$ cat config.mk
export PLATFORM = sky130hd
export DESIGN_NAME = modrm_sib_sizer
export DESIGN_NICKNAME = d
export VERILOG_FILES = /design/src/rtl/msz_pkg.sv /design/src/rtl/msz_disp_decode.sv /design/src/rtl/msz_imm_fix.sv /design/src/rtl/msz_step_pick.sv /design/src/rtl/modrm_sib_sizer.sv
export SDC_FILE = /design/constraint.sdc
export NUM_CORES = 1
export LEC_CHECK = 0
export BUFFER_PORTS_ARGS = -buffer_cell sky130_fd_sc_hd__clkbuf_2
export CELL_PAD_IN_SITES_DETAIL_PLACEMENT = 0
export CELL_PAD_IN_SITES_GLOBAL_PLACEMENT = 2
export CORE_MARGIN = 4
export CORE_UTILIZATION = 25
export CTS_BUF_LIST = sky130_fd_sc_hd__clkbuf_8
export DETAILED_ROUTE_END_ITERATION = 6
export HOLD_SLACK_MARGIN = 0.05
export PLACE_DENSITY_LB_ADDON = 0.1
export SYNTH_ARGS = -nofsm -noshare
export SYNTH_HDL_FRONTEND = slang
export SYNTH_SLANG_ARGS = --single-unit
$ cat constraint.sdc
create_clock -name clk -period 0.8 [get_ports clk]
set_clock_uncertainty 0.05 [all_clocks]
set_input_delay 0.08 -clock clk [delete_from_list [all_inputs] [get_ports clk]]
set_output_delay 0.08 -clock clk [all_outputs]
set_load 0.01 [all_outputs]
$ cat src/rtl/msz_pkg.sv
package msz_pkg;
  localparam int unsigned DISP_W = 3;
  localparam int unsigned IMM_W  = 4;

  localparam logic [1:0] ADDR_16 = 2'd0;
  localparam logic [1:0] MAP_ONE = 2'd0;

  typedef enum logic [1:0] {
    STEP_SIB  = 2'd0,
    STEP_DISP = 2'd1,
    STEP_IMM  = 2'd2,
    STEP_DONE = 2'd3
  } step_e;

  typedef struct packed {
    logic [1:0] mode;
    logic [2:0] reg_f;
    logic [2:0] rm;
  } modrm_t;
endpackage

$ cat src/rtl/msz_disp_decode.sv
module msz_disp_decode
  import msz_pkg::*;
#(
  parameter int unsigned DW = DISP_W
) (
  input  logic [7:0]    modrm_byte,
  input  logic [1:0]    addr_mode,
  output logic [DW-1:0] disp_bytes,
  output logic          sib_follows
);
  modrm_t f;
  logic   narrow;

  assign f      = modrm_t'(modrm_byte);
  assign narrow = (addr_mode == ADDR_16);

  always_comb begin
    disp_bytes = '0;
    if (narrow) begin
      if ((f.mode == 2'd0 && f.rm == 3'd6) || f.mode == 2'd2)
        disp_bytes = DW'(2);
      else if (f.mode == 2'd1)
        disp_bytes = DW'(1);
    end else begin
      if ((f.mode == 2'd0 && f.rm == 3'd5) || f.mode == 2'd2)
        disp_bytes = DW'(4);
      else if (f.mode == 2'd1)
        disp_bytes = DW'(1);
    end
  end

  assign sib_follows = !narrow && (f.rm == 3'd4) && (f.mode != 2'd3);
endmodule

$ cat src/rtl/msz_imm_fix.sv
module msz_imm_fix
  import msz_pkg::*;
#(
  parameter int unsigned IW  = IMM_W,
  parameter int unsigned CAP = 4
) (
  input  logic [1:0]    map_sel,
  input  logic [7:0]    opcode,
  input  logic [2:0]    reg_field,
  input  logic [IW-1:0] opnd_bytes,
  input  logic [IW-1:0] imm_in,
  output logic [IW-1:0] imm_out
);
  localparam logic [IW-1:0] CAP_V = IW'(CAP);
  logic test_form;

  assign test_form = (map_sel == MAP_ONE) && (reg_field[2:1] == 2'b00);

  always_comb begin
    imm_out = imm_in;
    if (test_form && opcode == 8'hF6)
      imm_out = IW'(1);
    else if (test_form && opcode == 8'hF7)
      imm_out = (opnd_bytes > CAP_V) ? CAP_V : opnd_bytes;
  end
endmodule

$ cat src/rtl/msz_step_pick.sv
module msz_step_pick
  import msz_pkg::*;
#(
  parameter int unsigned DW = DISP_W,
  parameter int unsigned IW = IMM_W
) (
  input  logic          want_sib,
  input  logic [DW-1:0] disp_bytes,
  input  logic [IW-1:0] imm_bytes,
  output step_e         step
);
  always_comb begin
    if (want_sib)                step = STEP_SIB;
    else if (disp_bytes != '0)   step = STEP_DISP;
    else if (imm_bytes != '0)    step = STEP_IMM;
    else                         step = STEP_DONE;
  end
endmodule

$ cat src/rtl/modrm_sib_sizer.sv
module modrm_sib_sizer
  import msz_pkg::*;
#(
  parameter int unsigned DW = DISP_W,
  parameter int unsigned IW = IMM_W
) (
  input  logic          clk,
  input  logic          rst_n,
  input  logic          modrm_valid,
  input  logic [7:0]    modrm,
  input  logic          sib_valid,
  input  logic [7:0]    sib,
  input  logic [1:0]    addr_size,
  input  logic [1:0]    opc_map,
  input  logic [7:0]    opc_byte,
  input  logic [IW-1:0] op_size,
  input  logic [IW-1:0] imm_prelim,
  input  logic          fields_ack,
  output logic          need_sib,
  output logic [DW-1:0] disp_size,
  output logic [IW-1:0] imm_size,
  output logic [1:0]    next_step,
  output logic [7:0]    modrm_latched
);
  localparam int unsigned NPICK = 2;

  // reset: asserted asynchronously, released on the clock
  logic [1:0] rst_pipe;
  logic       rst_ok_n;
  always_ff @(posedge clk or negedge rst_n) begin
    if (!rst_n) rst_pipe <= 2'b00;
    else        rst_pipe <= {rst_pipe[0], 1'b1};
  end
  assign rst_ok_n = rst_pipe[1];

  // decode paths
  logic [DW-1:0] dec_disp;
  logic          dec_sib;
  logic [IW-1:0] fix_imm;
  logic [DW-1:0] sib_disp;
  modrm_t        held;

  msz_disp_decode #(.DW(DW)) u_disp (
    .modrm_byte (modrm),
    .addr_mode  (addr_size),
    .disp_bytes (dec_disp),
    .sib_follows(dec_sib)
  );

  msz_imm_fix #(.IW(IW), .CAP(4)) u_imm (
    .map_sel   (opc_map),
    .opcode    (opc_byte),
    .reg_field (modrm[5:3]),
    .opnd_bytes(op_size),
    .imm_in    (imm_prelim),
    .imm_out   (fix_imm)
  );

  logic          sib_q;
  logic [DW-1:0] disp_q;
  logic [IW-1:0] imm_q;
  step_e         step_q;
  logic [7:0]    mrm_q;

  assign held     = modrm_t'(mrm_q);
  assign sib_disp = (held.mode == 2'd0 && sib[2:0] == 3'd5) ? DW'(4) : disp_q;

  // step choice for the ModRM path [0] and the post-SIB path [1]
  logic          pk_sib  [NPICK];
  logic [DW-1:0] pk_disp [NPICK];
  logic [IW-1:0] pk_imm  [NPICK];
  step_e         pk_step [NPICK];

  assign pk_sib[0]  = dec_sib;
  assign pk_disp[0] = dec_disp;
  assign pk_imm[0]  = fix_imm;
  assign pk_sib[1]  = 1'b0;
  assign pk_disp[1] = sib_disp;
  assign pk_imm[1]  = imm_q;

  for (genvar g = 0; g < NPICK; g++) begin : g_pick
    msz_step_pick #(.DW(DW), .IW(IW)) u_pick (
      .want_sib  (pk_sib[g]),
      .disp_bytes(pk_disp[g]),
      .imm_bytes (pk_imm[g]),
      .step      (pk_step[g])
    );
  end

  // next state
  logic          take_sib;
  logic          upd_en;
  logic          sib_n;
  logic [DW-1:0] disp_n;
  logic [IW-1:0] imm_n;
  step_e         step_n;
  logic [7:0]    mrm_n;

  assign take_sib = sib_valid && sib_q;
  assign upd_en   = modrm_valid || take_sib || fields_ack;

  always_comb begin
    sib_n  = sib_q;
    disp_n = disp_q;
    imm_n  = imm_q;
    step_n = step_q;
    mrm_n  = mrm_q;
    if (modrm_valid) begin
      sib_n  = dec_sib;
      disp_n = dec_disp;
      imm_n  = fix_imm;
      step_n = pk_step[0];
      mrm_n  = modrm;
    end else if (take_sib) begin
      sib_n  = 1'b0;
      disp_n = sib_disp;
      step_n = pk_step[1];
    end else if (fields_ack) begin
      sib_n  = 1'b0;
      disp_n = '0;
      imm_n  = '0;
      step_n = STEP_DONE;
    end
  end

  // registers
  always_ff @(posedge clk or negedge rst_ok_n) begin
    if (!rst_ok_n) begin
      sib_q  <= 1'b0;
      disp_q <= '0;
      imm_q  <= '0;
      step_q <= STEP_DONE;
      mrm_q  <= 8'h00;
    end else if (upd_en) begin
      sib_q  <= sib_n;
      disp_q <= disp_n;
      imm_q  <= imm_n;
      step_q <= step_n;
      mrm_q  <= mrm_n;
    end
  end

  assign need_sib      = sib_q;
  assign disp_size     = disp_q;
  assign imm_size      = imm_q;
  assign next_step     = step_q;
  assign modrm_latched = mrm_q;

  // checks
  assert_narrow_disp_R1: assert property (@(posedge clk) disable iff (!rst_ok_n)
    (modrm_valid && addr_size == ADDR_16) |=> (disp_size != DW'(4)));

  assert_wide_mod2_R2: assert property (@(posedge clk) disable iff (!rst_ok_n)
    (modrm_valid && addr_size != ADDR_16 && modrm[7:6] == 2'd2) |=> (disp_size == DW'(4)));

  assert_no_sib_narrow_R3: assert property (@(posedge clk) disable iff (!rst_ok_n)
    (modrm_valid && addr_size == ADDR_16) |=> !need_sib);

  assert_base5_R4: assert property (@(posedge clk) disable iff (!rst_ok_n)
    (!modrm_valid && sib_valid && need_sib && modrm_latched[7:6] == 2'd0 && sib[2:0] == 3'd5)
      |=> (disp_size == DW'(4) && !need_sib));

  assert_sib_step_R6: assert property (@(posedge clk) disable iff (!rst_ok_n)
    need_sib |-> (next_step == STEP_SIB));

  assert_done_empty_R6: assert property (@(posedge clk) disable iff (!rst_ok_n)
    (next_step == STEP_DONE) |-> (disp_size == '0 && imm_size == '0 && !need_sib));

  assert_resel_R7: assert property (@(posedge clk) disable iff (!rst_ok_n)
    (!modrm_valid && sib_valid && need_sib) |=> (next_step != STEP_SIB));

  assert_latch_R8: assert property (@(posedge clk) disable iff (!rst_ok_n)
    modrm_valid |=> (modrm_latched == $past(modrm)));

  assert_hold_R9: assert property (@(posedge clk) disable iff (!rst_ok_n)
    (!modrm_valid && !(sib_valid && need_sib) && !fields_ack)
      |=> ($stable(disp_size) && $stable(imm_size) && $stable(next_step) && $stable(need_sib)));

  assert_ack_R9: assert property (@(posedge clk) disable iff (!rst_ok_n)
    (fields_ack && !modrm_valid && !(sib_valid && need_sib))
      |=> (disp_size == '0 && imm_size == '0 && next_step == STEP_DONE));
endmodule

==> results.json <==
{
  "synth.avg_cell_area_um2": 10.6,
  "period_needed_ns": 1.23,
  "routed_wirelength_um": 3390,
  "grt_usage_pct": 12.4,
  "rsz0062_at_grt": "yes",
  "critPathArrivalTime_ns": 1.37,
  "rows": 23,
  "synth_top_family_by_area": "simple AND/OR/NAND/NOR gates",
  "critPathMaxFanout": 2,
  "yosysWarnings": 0,
  "cp_data_required_time_ns": 0.93,
  "final_common_cell": "clkbuf_2",
  "clk_path_buf_depth": 2,
  "leakagePower_nw": 0.981,
  "tritoncts": "yes",
  "fin_total_pwr_mw": 2.99,
  "end_kind": "flip-flop",
  "post-route-drc-count": 0,
  "cts-buffers-inserted": 3,
  "postRouteAntennaNets": 0,
  "max_freq_ghz": 0.810,
  "root_buffer": "clkbuf_8",
  "vias": 1155,
  "synthSimpleGateAreaFrac_pct": 21.8,
  "dp_hpwl_um": 2670,
  "yosys.area.top_type": "dfrtp_1",
  "antenna_found_initial": 0,
  "post-place-ws_ns": -0.660,
  "syn_nets": 140,
  "dieArea_um2": 5300,
  "synth_cells": 99,
  "muxShareOfSynthArea_pct": 9.54,
  "grt_max_degree": 19,
  "synth_xor_area_share_pct": 0.834,
  "cts.sinks": 20,
  "cts_max_level": 1,
  "drt_iter0_markers": 30,
  "netlist_area_um2": 1050,
  "path_clk_slew_ns": 0.08,
  "dpl.cell_count": 237,
  "layout_setup_ws_ns": -0.434,
  "drive_gt1_share_pct": 66.3,
  "avgRoutedWirePerCell_um": 13.8,
  "ys_types": 38,
  "synth_area_leaders": "dfrtp_1, mux2_2, dfstp_2, o21ai_0, a31oi_1",
  "clk_latency_ns": 0.26,
  "first_pass_iters": 4,
  "ys_seq_elements": 20,
  "port_buffers": 53,
  "via_per_inst": 4.70,
  "final_nets": 238,
  "gr-total-overflow": 0,
  "io_pins": 59,
  "cts_hold_buf": 1,
  "violations": "negative setup slack",
  "fin_cells": 246,
  "status": "finished, violations left",
  "pwr_density_cell_nw_per_um2": 1470,
  "num_antenna_cells": 0,
  "synth_fa_ha_area_share_pct": 0,
  "globalplace.congestion": 0.748,
  "area_growth_pct": 93.1,
  "yosysTopAreaCellShare_pct": 42.9,
  "crit_type": "reg2reg",
  "most-common-layout-cells": "clkbuf_2, buf_4, buf_6",
  "grt_pass1_vias": 1167,
  "coreArea_um2": 4030,
  "hold_slack_ns": 0.00201,
  "grt_first_pass_wirelength_um": 5240,
  "start_util_pct": 26.1,
  "crit_path_start_kind": "flip-flop",
  "tns_ns": -7.51,
  "synth-seq-area-share_pct": 47.9,
  "finalSetupViolCount": 34,
  "fin_crit_sh_pct": 154,
  "peakVddDrop_v": 0.00145,
  "synth_compound_area_share_pct": 17.4,
  "max_cap_violations": 0,
  "hold_violations": 0,
  "chipHeight_um": 72.8,
  "finalMaxSlewViolations": 0,
  "die_w_um": 72.8,
  "hp-class": "in2reg"
}
power breakdown:
| group | total (mW) | switching [mW] | internal [mW] |
|---|---|---|---|
| Combinational | 0.808 | 0.326 | 0.483 |
| Sequential | 1.16 | 0.0606 | 1.10 |
| Clock | 1.02 | 0.348 | 0.668 |
| Total | 2.99 | 0.734 | 2.25 |
kinds of logic (layout without fill, tap and decap cells):
family / Yosys count / in the layout
DFF: 20 / 20
buffers and inverters: 6 / 103
other: 1 / 1
muxes: 9 / 9
and+or+nand+nor: 35 / 35
xor gates and xnor gates: 1 / 1
AOI/OAI and AO/OA: 27 / 27
path summary, 6_finish.rpt:
check,startpoint,end,slack (ns),depth (start not counted)
setup / recovery,disp_size[0],next_step[0],-0.43,4
hold / removal,modrm[3],modrm_latched[3],0.002,2
setup reg to reg,disp_size[0],next_step[0],-0.43,4
hold reg to reg,rst_pipe[1],imm_size[1],0.14,1
max in group asynchronous,rst_pipe[1],next_step[1],0.35,1
min in group asynchronous,rst_n,rst_pipe[0],0.08,2
cell usage after synthesis (all sizes together):
library cell and count:
dfrtp 18, mux2 8, o21ai 8, nand2 6, a21oi 4, a31oi 4, inv 4, nand3 4
nor2b 4, nor2 3, nor3 3, nor4 3, a31o 2, and3 2, clkbuf 2, dfstp 2
nand2b 2, o2bb2ai 2, o41ai 2, a211o 1, a311oi 1, a32o 1, and2 1, conb 1
mux2i 1, nand3b 1, nand4bb 1, nor4b 1, nor4bb 1, o211ai 1, o311ai 1, or4 1
or4b 1, or4bb 1, xor2 1
sequential cells by signal, summed over array words and instances (netlist names):
signal         flops
rst_pipe           2
next_step          2
need_sib           1
disp_size          3
modrm_latched      8
imm_size           4
worst max-delay path, cell delays in order (launching register included):
cell and delay (ns):
dfrtp_1 0.40, nor3_2 0.20, o21ai_2 0.09, o311ai_1 0.29
o211ai_1 0.13
metal layers:
| layer | vias up | GRT usage, % | share of wire (%) |
|---|---|---|---|
| met5 | - | 0 | 0 |
| met2 | 31 | 21.3 | 52 |
| li1 | 571 | - | - |
| met4 | 0 | 1.84 | 0.32 |
| met3 | 3 | 2.89 | 6.4 |
| met1 | 550 | 16.2 | 41 |
what timing repair did:
item | 4_1_cts | 5_1_grt
resized for setup | 25 | 40
endpoints found under the hold margin | 5 | 2
setup buffers | 0 | 7
endpoints found under the setup margin | 33 | 36
pin swaps | 10 | 12
metrics by stage:
stage / cell area [µm²] / util [%]
2_1_floorplan: 1080 / -
3_3_place_gp: 1670 / 41.5
3_5_place_dp: 1670 / 41.5
4_1_cts: 1860 / 46.1
5_1_grt: 2030 / 50.3
6_report: 2030 / 50.3
cell type report:
| cell class | instances | area, µm² |
|---|---|---|
| fillers | 405 | 2000 |
| clock inverters | 1 | 30.0 |
| repair buffers | 95 | 729 |
| flip-flops and latches | 20 | 504 |
| well taps | 50 | 62.6 |
| clock buffers | 3 | 41.3 |
| inverters | 4 | 15.0 |
| multi-input cells | 73 | 644 |
Note: power is estimated with default switching activity, not from simulation.
